**src/rtl/pwm_cmp_pkg.sv**
```systemverilog
// Shared types for the PWM compare unit.
// Assumes: nothing beyond the standard language.
package pwm_cmp_pkg;

    // Commit policy for a staged threshold.
    typedef enum logic {
        UPD_IMMEDIATE = 1'b0,
        UPD_SYNC      = 1'b1
    } upd_mode_e;

endpackage

```
**src/rtl/cmp_stage.sv**
```systemverilog
// Staging side of the compare register: holds the last written value,
// a flag that marks it as not yet committed, and the held global update request.
// Assumes: commit is produced by cmp_active and only at a zero event.
module cmp_stage #(
    parameter int CMP_W = 16
) (
    input  logic             clk,
    input  logic             rst_n,
    input  logic             wr_en,
    input  logic [CMP_W-1:0] wr_val,
    input  logic             sync_req,
    input  logic             zero_evt,
    input  logic             commit,
    output logic [CMP_W-1:0] stage_q,
    output logic             stage_vld,
    output logic             sync_held
);

    // Staged value: the newest write always replaces the older one.
    always_ff @(posedge clk) begin
        if (!rst_n) begin
            stage_q <= '0;
        end else if (wr_en) begin
            stage_q <= wr_val;
        end
    end

    // Pending flag: a write sets it, and a commit clears it unless a write arrives in the same cycle.
    always_ff @(posedge clk) begin
        if (!rst_n) begin
            stage_vld <= 1'b0;
        end else if (wr_en) begin
            stage_vld <= 1'b1;
        end else if (commit) begin
            stage_vld <= 1'b0;
        end
    end

    // Update request: held until a zero consumes it; a request raised at a zero survives it.
    always_ff @(posedge clk) begin
        if (!rst_n) begin
            sync_held <= 1'b0;
        end else if (sync_req) begin
            sync_held <= 1'b1;
        end else if (zero_evt) begin
            sync_held <= 1'b0;
        end
    end

endmodule

```
**src/rtl/cmp_active.sv**
```systemverilog
// Active threshold register and the commit decision for the two policies.
// Assumes: zero_evt is already gated with the channel enable.
module cmp_active
    import pwm_cmp_pkg::*;
#(
    parameter int CMP_W = 16
) (
    input  logic             clk,
    input  logic             rst_n,
    input  logic             zero_evt,
    input  upd_mode_e        mode,
    input  logic             stage_vld,
    input  logic             sync_held,
    input  logic [CMP_W-1:0] stage_q,
    output logic             commit,
    output logic [CMP_W-1:0] act_q
);

    logic policy_ok;

    // Policy gate: immediate always allows a commit, synchronous needs a held request.
    always_comb begin
        unique case (mode)
            UPD_IMMEDIATE: policy_ok = 1'b1;
            UPD_SYNC:      policy_ok = sync_held;
            default:       policy_ok = 1'b0;
        endcase
    end

    assign commit = zero_evt && stage_vld && policy_ok;

    // Active threshold: loads the staged value only on a commit.
    always_ff @(posedge clk) begin
        if (!rst_n) begin
            act_q <= '0;
        end else if (commit) begin
            act_q <= stage_q;
        end
    end

endmodule

```
**src/rtl/cmp_match.sv**
```systemverilog
// Match detector: compares the counter with the active threshold and
// registers a one-clock strobe; suppressed when the threshold exceeds the period.
// Assumes: the counter moves every enabled cycle, so a match lasts one cycle.
module cmp_match #(
    parameter int CMP_W = 16
) (
    input  logic             clk,
    input  logic             rst_n,
    input  logic             enable,
    input  logic [CMP_W-1:0] cnt,
    input  logic [CMP_W-1:0] load,
    input  logic [CMP_W-1:0] act_q,
    output logic             match_pulse
);

    logic in_range;
    logic hit;

    assign in_range = (act_q <= load);
    assign hit      = enable && in_range && (cnt == act_q);

    // Output strobe register.
    always_ff @(posedge clk) begin
        if (!rst_n) begin
            match_pulse <= 1'b0;
        end else begin
            match_pulse <= hit;
        end
    end

endmodule

```
**src/rtl/pwm_cmp_unit.sv**
```systemverilog
// Top of the double-buffered PWM compare unit: stages bus writes, commits
// them at counter-zero events under the selected policy and strobes on a match.
// Assumes: cnt counts down from load to zero outside this block; BUS_W >= CMP_W.
module pwm_cmp_unit
    import pwm_cmp_pkg::*;
#(
    parameter int CMP_W = 16,
    parameter int BUS_W = 32
) (
    input  logic             clk,
    input  logic             rst_n,
    input  logic             enable,
    input  logic             upd_mode,
    input  logic             sync_req,
    input  logic             wr_en,
    input  logic [BUS_W-1:0] wr_data,
    output logic [BUS_W-1:0] rd_data,
    input  logic [CMP_W-1:0] cnt,
    input  logic [CMP_W-1:0] load,
    output logic             match_pulse
);

    localparam int PAD_W = BUS_W - CMP_W;

    logic [CMP_W-1:0] stage_q;
    logic [CMP_W-1:0] act_q;
    logic             stage_vld;
    logic             sync_held;
    logic             commit;
    logic             zero_evt;
    upd_mode_e        mode;

    assign zero_evt = enable && (cnt == '0);
    assign mode     = upd_mode_e'(upd_mode);

    cmp_stage #(.CMP_W(CMP_W)) u_stage (
        .clk       (clk),
        .rst_n     (rst_n),
        .wr_en     (wr_en),
        .wr_val    (wr_data[CMP_W-1:0]),
        .sync_req  (sync_req),
        .zero_evt  (zero_evt),
        .commit    (commit),
        .stage_q   (stage_q),
        .stage_vld (stage_vld),
        .sync_held (sync_held)
    );

    cmp_active #(.CMP_W(CMP_W)) u_active (
        .clk       (clk),
        .rst_n     (rst_n),
        .zero_evt  (zero_evt),
        .mode      (mode),
        .stage_vld (stage_vld),
        .sync_held (sync_held),
        .stage_q   (stage_q),
        .commit    (commit),
        .act_q     (act_q)
    );

    cmp_match #(.CMP_W(CMP_W)) u_match (
        .clk         (clk),
        .rst_n       (rst_n),
        .enable      (enable),
        .cnt         (cnt),
        .load        (load),
        .act_q       (act_q),
        .match_pulse (match_pulse)
    );

    // Readback path: the staged value, zero-extended to the bus width.
    generate
        if (PAD_W > 0) begin : g_pad
            logic unused_hi_bits;
            assign unused_hi_bits = ^wr_data[BUS_W-1:CMP_W];
            assign rd_data        = {{PAD_W{1'b0}}, stage_q};
        end else begin : g_nopad
            assign rd_data = stage_q;
        end
    endgenerate

endmodule

```
**config.mk**
```make
export PLATFORM = sky130hd
export DESIGN_NAME = pwm_cmp_unit
export DESIGN_NICKNAME = d
export VERILOG_FILES = /design/src/rtl/pwm_cmp_pkg.sv /design/src/rtl/cmp_stage.sv /design/src/rtl/cmp_active.sv /design/src/rtl/cmp_match.sv /design/src/rtl/pwm_cmp_unit.sv
export SDC_FILE = /design/constraint.sdc
export NUM_CORES = 1
export LEC_CHECK = 0
export BUFFER_PORTS_ARGS = -buffer_cell sky130_fd_sc_hd__buf_2
export CORE_MARGIN = 10
export CORE_UTILIZATION = 45
export DETAILED_ROUTE_END_ITERATION = 10
export PLACE_DENSITY = 0.91
export SYNTH_ARGS = -nofsm -noshare
export SYNTH_HDL_FRONTEND = slang
export SYNTH_SLANG_ARGS = --single-unit
```
**constraint.sdc**
```tcl
create_clock -name clk -period 4.4 [get_ports clk]
set_clock_uncertainty 0.05 [all_clocks]
set_input_delay 0 -clock clk [delete_from_list [all_inputs] [get_ports clk]]
set_output_delay 0 -clock clk [all_outputs]
set_load 0.03 [all_outputs]
```
**Yosys cells after proc, flatten, opt, wreduce, memory -nomap -nowiden**

Index checks and enable logic that the tools add are counted.

- Flip-flop bits (word level): 35
- Bits in latches: 0
- Bits in writable memories: 0
- Memory bits (read-only): 0
- Bits of input ports: 70
- Memories: 0

- $add $sub $neg: 0
- Multipliers: 0
- Div/mod/pow operators: 0
- Order comparisons: 1
- Eq/ne operators: 1
- Shift operators: 0
- Muxes and demuxes: 5
- Bitwise logic cells: 1
- Reduce and logical (&&, ||, !) cells: 8

Operators with widths:

| operator | number |
|---|---|
| 16-bit == test | 1 |
| 16-bit <= comparator | 1 |
| 16-bit zero test | 1 |
| 1-bit logical AND | 5 |
| 1-bit 2-to-1 mux | 4 |
| 2-bit nonzero test | 2 |
| 1-bit one-hot mux with 2 select lines | 1 |
| 1-bit NOT | 1 |

**Depth between registers and ports, before layout**

Gate-level depths: netlist of run 1.

- Depth in word-level cells: 6
- Gate-level depth with buffers: 8

**Modules after synthesis**

From an unflattened synthesis of run 1, not the netlist that was laid out.

- Cells, all modules: 228
- Area total of the unflattened synthesis: 2102.0 sq um

Modules (own cells, without submodules):

| module | times used | cells each | area each (sq um) | sequential area each (sq um) |
|---|---|---|---|---|
| cmp_stage | 1 | 57 | 683.2 | 360.3 |
| cmp_active | 1 | 71 | 659.4 | 320.3 |
| cmp_match | 1 | 77 | 591.8 | 20.0 |
| pwm_cmp_unit | 1 | 23 | 167.7 | 0.0 |

**Least setup slack after synthesis of run 1**

Ideal clock, no wire load.

- Path type: input to register
- Start: input port cnt[1]
- End: register u_stage.stage_vld
- Setup time: 0.115 ns
- Arrival time: 1.553 ns
- Setup slack: 2.682 ns
- Stages: 7
- Path buffers: 1
- Cells stage by stage: or4_1 -> nor4b_1 -> and3_1 -> and3_1 -> buf_6 -> and2b_2 -> o21a_1

- Word-level cells in the longest chain between the ends: 5

Ends and longest elaborated chain:

| what | RTL line | RTL |
|---|---|---|
| start: declaration | pwm_cmp_unit.sv:18 | `input logic [CMP_W-1:0] cnt,` |
| 16-bit zero test | pwm_cmp_unit.sv:33 | `assign zero_evt = enable && (cnt == '0);` |
| 1-bit logical AND | pwm_cmp_unit.sv:33 |  |
| 1-bit logical AND (2 in series) | cmp_active.sv:30 | `assign commit = zero_evt && stage_vld && policy_ok;` |
| 2-bit nonzero test (no source line) | -- |  |
| end signal: assignment | cmp_stage.sv:31 | `stage_vld <= 1'b0;` |
| end signal: assignment | cmp_stage.sv:33 | `stage_vld <= 1'b1;` |
| end signal: assignment | cmp_stage.sv:35 | `stage_vld <= 1'b0;` |
| end: declaration | cmp_stage.sv:15 | `output logic stage_vld,` |

No other way between the ends.
A chain may end at the register's enable or synchronous reset.

**Worst setup path after layout of run 1**

- Start: input port cnt[5]
- End: register u_stage.stage_vld

Same word-level chain as after synthesis.

==> out/metrics.cfg, run 1 <==
[clock_tree]
root_buffer=clkbuf_8
cts_buffer_depth=2
clk_pin_slew_worst_paths_ps=80
cts_sinks=35
tritoncts=built
clk_latency_ps=280
numCtsBuffers=5
cts_htree_levels=2

[power_and_ir_drop]
power.leakage_nw=1.26
p_comb_share_pct=17.6
swShare_pct=26.4
power.internal_uw=553
peakVddDrop_v=0.000150
clkPwrFrac_pct=37.9
p_per_area_nw_per_um2=283
seq_power_share_pct=44.5
power_switching_uw=199

[finish]
final_cells=352
layout-drive-gt1-share_pct=27.0
layout_common_cells=buf_2 (70), dfxtp_1 (35), nor2b_1 (33)
final_common_cell=buf_2
antenna_cells=0
final_area_um2=2660
nets=385
area_growth_pct=29.4

[timing]
fin_ws_ps=2120
setup_tns_ps=0
period_needed_ps=2280
holdWs_ps=133
fin_crit_sh_pct=51.9
max_slew_margin_pct=38.2
rsz0062_at_grt=false
worst_pin_slew_ps=928
max_freq_mhz=438
maxSlewViolCount=0
final_hold_viol_count=0
setup_viol_count_final=0

[setup_path]
worst_path_dominant_cell_family=simple AND/OR/NAND/NOR gates
end_kind=flop
critPathLaunchType=input port
crit_top_cell=and3_1
crit_required_ps=4530
cp_max_fo=17
critical_path_buf_inv_count=2
cpMaxStageDelayCell=and3_1
critPathKind=in -> reg
crit_chain=dlygate4sd3_1 -> buf_2 -> nor4_1 -> and3_1 -> and3_1 -> and2b_2 -> o21a_1
crit_path_max_incr_delay_ps=770
arrival_ps=2410

[global_routing]
grt_pass1_vias=1775
grt_pass1_wl_um=8380
grt_util_all_layers_pct=13.9
grt_max_degree=36
antenna_found_initial=0
grt_overflow=0

[run_status]
status=completed

[yosys]
netlist-cell-type-count=27
synth_flop_cell=dfxtp_1
async_flop_share_pct=0
synth-seq-cells=35
synth_edf_count=0
synth.top_cell.area_share_pct=34.1
yosys-top-cells-area=dfxtp_1 (34%), mux2i_1 (16%), nor2b_1 (10%)
synth_area_um2=2060
ys_warn_count=0
ys_seq_area_share_pct=34.1
synth_area_leader_cell=dfxtp_1
synth_area_per_cell_um2=9.74
syn_inst=211

[floorplan]
rows=24
die_y_um=87.6
core_area_um2=4380
initial_core_util_pct=46.9
die_w_um=87.6
ios=103
dieArea_um2=7670

[place]
hpwlAfterDp_um=4390
dp.cells=325
gp_congestion=0.871
port_buffers=70
dpl_worst_slack_ps=1870
placed_cell_area_um2=2360

[drt]
routed_wl_um=5500
drtIter0Drc=55
viasPerCell=4.95
drc=0
dr.pass1.iters=4
detail-route-antenna-nets=0
dr_total_vias=1742
routedWlPerCell_um=15.6

[run]
max_cap_violations=0

[worst_hold_path]
min_path_type=in -> reg

cell type report:
cell class / count / area, um^2
Clock buffer: 5 / 68.8
Clock inverter: 3 / 43.8
Fill cell: 366 / 1720
Inverter: 16 / 60.1
Multi-Input combinational cell: 152 / 1180
Sequential cell: 35 / 701
Tap cell: 52 / 65.1
Timing Repair Buffer: 89 / 541
repair_timing:
item / in CTS / in global routing
hold buffers: 19 / 0
endpoints found under the setup margin: 0 / 0
endpoints found under the hold margin: 18 / 0
resized for setup: 0 / 0
setup buffers: 0 / 0
sequential cells by signal (all words and copies together) (netlist names):
register	count
u_active.act_q	16
u_match.match_pulse	1
u_stage.stage_q	16
u_stage.stage_vld	1
u_stage.sync_held	1
worst paths after layout:
path	startpoint	end	slack (ps)	cells past startpoint
min	load[15]	u_match.match_pulse	130	6
min reg2reg	u_stage.stage_q[0]	u_stage.stage_q[0]	490	2
max reg2reg	u_active.act_q[10]	u_match.match_pulse	2530	6
max	cnt[5]	u_stage.stage_vld	2120	7
worst reg2reg max path, delay by kind of cell (launching register included):
| family | cells | cell delay, ps |
|---|---|---|
| flops | 1 | 350 |
| simple gates | 3 | 520 |
| xor+xnor | 1 | 220 |
| buf+inv | 1 | 570 |
| compound gates | 1 | 110 |
synth_stat cells (3+ instances only):
master and number:
a21o_1 3, a21oi_1 6, buf_4 16, clkbuf_1 5, dfxtp_1 35, ha_1 16
inv_1 16, mux2i_1 32, nand3_1 3, nand4_1 8, nor2b_1 33, or4_1 3
xnor2_1 16
power groups by stage:
stage               combinational, mW  sequential (mW)  clock, mW
floorplan                      0.0706            0.357          0
global placement                0.116            0.341          0
detailed placement              0.119            0.342          0
CTS                             0.132            0.334      0.293
global route                    0.143            0.336      0.305
finish                          0.133            0.335      0.285
per-stage QoR:
stage / power, mW / util (%)
finish: 0.752 / 60.7
detailed placement: 0.460 / 53.8
CTS: 0.759 / 60.7
floorplan: 0.428 / -
global placement: 0.457 / 53.8
global route: 0.783 / 60.7
routing by layer:
metal	global-route usage (%)	share of wire, %
met5	0	0
met4	6.38	2.4
met3	5.01	9.1
met2	22.5	47
met1	16.0	42
logic make-up after synthesis:
family	after synthesis	share of synthesized area (%)
fa+ha+maj	16	9.74
buf+inv	39	11.2
flops	35	34.1
compound gates	15	4.75
simple gates	57	17.7
other cells	1	0.182
xor+xnor	16	6.82
mux	32	15.6
Note: power is estimated with default switching activity, not from simulation.
==> run 2: changes to the inputs <==
CORE_UTILIZATION = 41   (was 45)
PLACE_DENSITY = 0.88   (was 0.91)
clock period = 2 ns   (was 4.4 ns; I/O delays follow)
==> run 2 against run 1 <==
Effect of this change: count of clock-buffer cells in the layout did not move; combinational power up 120%; largest power group unchanged; power grew 100%.
==> out/metrics.cfg, run 2 (synthesized netlist as in run 1, its figures left out) <==
[power_and_ir_drop]
finalPower_mw=1.52  ; was 752 uW
clkPwrFrac_pct=32.4  ; was 37.9%
power.leakage_nw=1.26  ; about the same
seq_power_share_pct=48.3  ; was 44.5%
power.internal_mw=1.08  ; was 553 uW
swShare_pct=28.8  ; was 26.4%
p_per_area_nw_per_um2=575  ; was 283 nW/um^2
peakVddDrop_v=0.000306  ; was 0.000150 V
p_comb_share_pct=19.3  ; was 17.6%
power_switching_uw=439  ; was 199 uW

[clock_tree]
root_buffer=clkbuf_8  ; unchanged
cts_sinks=35  ; unchanged
cts_resized=0  ; unchanged
numCtsBuffers=5  ; unchanged
cts_htree_levels=2  ; unchanged
clk_pin_slew_worst_paths_ps=70  ; was 80 ps
cts_buffer_depth=2  ; unchanged
tritoncts=built  ; unchanged
clk_latency_ps=280  ; about the same

[place]
hpwlAfterDp_um=4640  ; was 4390 um
port_buffers=70  ; unchanged
placed_cell_area_um2=2400  ; was 2360 um^2
dpl_worst_slack_ps=12.4  ; was 1870 ps
gp_congestion=0.864  ; was 0.871

[drt]
detail-route-antenna-nets=0  ; unchanged
drc=0  ; unchanged
routedWlPerCell_um=16.2  ; was 15.6 um
dr.pass1.iters=4  ; unchanged
viasPerCell=4.85  ; was 4.95
drtIter0Drc=126  ; was 55
dr_total_vias=1776  ; was 1,742
routed_wl_um=5920  ; was 5500 um

[timing]
fin_ws_ps=265  ; was 2120 ps
max_freq_mhz=576
setup_tns_ps=0  ; unchanged
fin_crit_sh_pct=86.8
final_hold_viol_count=0  ; unchanged
rsz0062_at_grt=false  ; unchanged
setup_viol_count_final=0  ; unchanged
period_needed_ps=1740
maxSlewViolCount=0  ; unchanged

[floorplan]
core_area_um2=4790  ; was 4380 um^2
die_y_um=90.8  ; was 87.6 um
die_w_um=90.8  ; was 87.6 um
ios=103  ; unchanged
dieArea_um2=8250  ; was 7670 um^2
initial_core_util_pct=43.0  ; was 46.9%
rows=25  ; was 24

[setup_path]
crit_required_ps=2130  ; was 4530 ps
cp_max_fo=16  ; was 17
crit_top_cell=and3_1  ; unchanged
crit_chain=buf_2 -> or4_1 -> nor4b_1 -> and3_1 -> and3_1 -> buf_12 -> mux2i_1 -> nor2b_1  ; was dlygate4sd3_1 -> buf_2 -> nor4_1 -> and3_1 -> and3_1 -> and2b_2 -> o21a_1
r2r_slack_ps=330  ; was 2530 ps
arrival_ps=1860  ; was 2410 ps
critPathLaunchType=input port  ; unchanged
critPathKind=in -> reg  ; unchanged
end_kind=flop  ; unchanged
cpMaxStageDelayCell=or4_1  ; was and3_1
crit_path_max_incr_delay_ps=510  ; was 770 ps

[finish]
final_area_um2=2650  ; was 2660 um^2
final_common_cell=buf_2  ; unchanged
layout-drive-gt1-share_pct=27.8  ; was 27.0%
nets=384  ; was 385
seq_area_um2=701  ; unchanged
layout_common_cells=buf_2 (70), dfxtp_1 (35), nor2b_1 (33)  ; unchanged
top_regs=u_active.act_q (16), u_stage.stage_q (16)  ; unchanged
multi_input_area_um2=1180  ; unchanged
antenna_cells=0  ; unchanged
area_growth_pct=28.8  ; was 29.4%
num-fill-cells=430  ; was 366

[global_routing]
busiest_layer=met2  ; unchanged
grt_pass1_wl_um=9530  ; was 8380 um
met2_usage_pct=23.7  ; was 22.5%
grt_overflow=0  ; unchanged
antenna_found_initial=0  ; unchanged
use_met3_pct=5.82  ; was 5.01%
grt_max_degree=35  ; was 36
grt_pass1_vias=1837  ; was 1,775
grt.met1_usage_pct=15.9  ; was 16.0%
grt_util_all_layers_pct=14.1  ; was 13.9%

[run]
max_cap_violations=0  ; unchanged

[worst_hold_path]
min_path_type=in -> reg  ; unchanged

[run_status]
status=completed  ; unchanged

==> run 2: final cells by class <==
class | count | area share (%)
clock inverter | 3 | 0.567
clock buffer | 5 | 2.60
multi-input combinational | 152 | 44.6
sequential | 35 | 26.5
timing repair buffer | 88 | 20.3
inverter | 16 | 2.27
tap | 67 | 3.17
==> run 2: power groups by stage <==
stage | Combinational (mW) | Clock [mW] | Sequential, mW
floorplan | 0.155 | 0 | 0.785
global placement | 0.256 | 0 | 0.751
detailed placement | 0.264 | 0 | 0.752
CTS | 0.291 | 0.504 | 0.736
global route | 0.318 | 0.538 | 0.740
finish | 0.294 | 0.493 | 0.736
==> run 2: layer usage <==
layer | share of wire, % | wire length (um)
met5 | 0 | 0
met4 | 2.0 | 117
met3 | 8.6 | 511
met2 | 48 | 2830
met1 | 42 | 2460
==> run 2: path summary, 6_finish.rpt <==
kind	from	end	cells after the start
worst max register to register	u_active.act_q[5]	u_match.match_pulse	6
worst max-delay path	cnt[1]	u_active.act_q[13]	8
worst min-delay path	wr_data[14]	u_stage.stage_q[14]	3
worst min register to register	u_stage.stage_q[4]	u_stage.stage_q[4]	2
==> run 2: stage by stage <==
step                      instances  hold WS, ps  utilization [%]
after global placement          342          162             50.2
final                           366         11.5             55.3
after floorplan                 226         73.8                -
after CTS                       366         11.2             55.3
after detailed placement        342          169             50.2
after global routing            366         3.16             55.3
==> run 2: critical path: cells and delay by family <==
family | cells | cell delay [ps]
AND/OR/NAND/NOR | 5 | 1300
buffers and inverters | 2 | 300
multiplexers | 1 | 240
==> run 2: timing repair <==
item	in CTS	in global routing
hold buffers	16	0
hold endpoints to repair	16	0
setup buffers	0	0
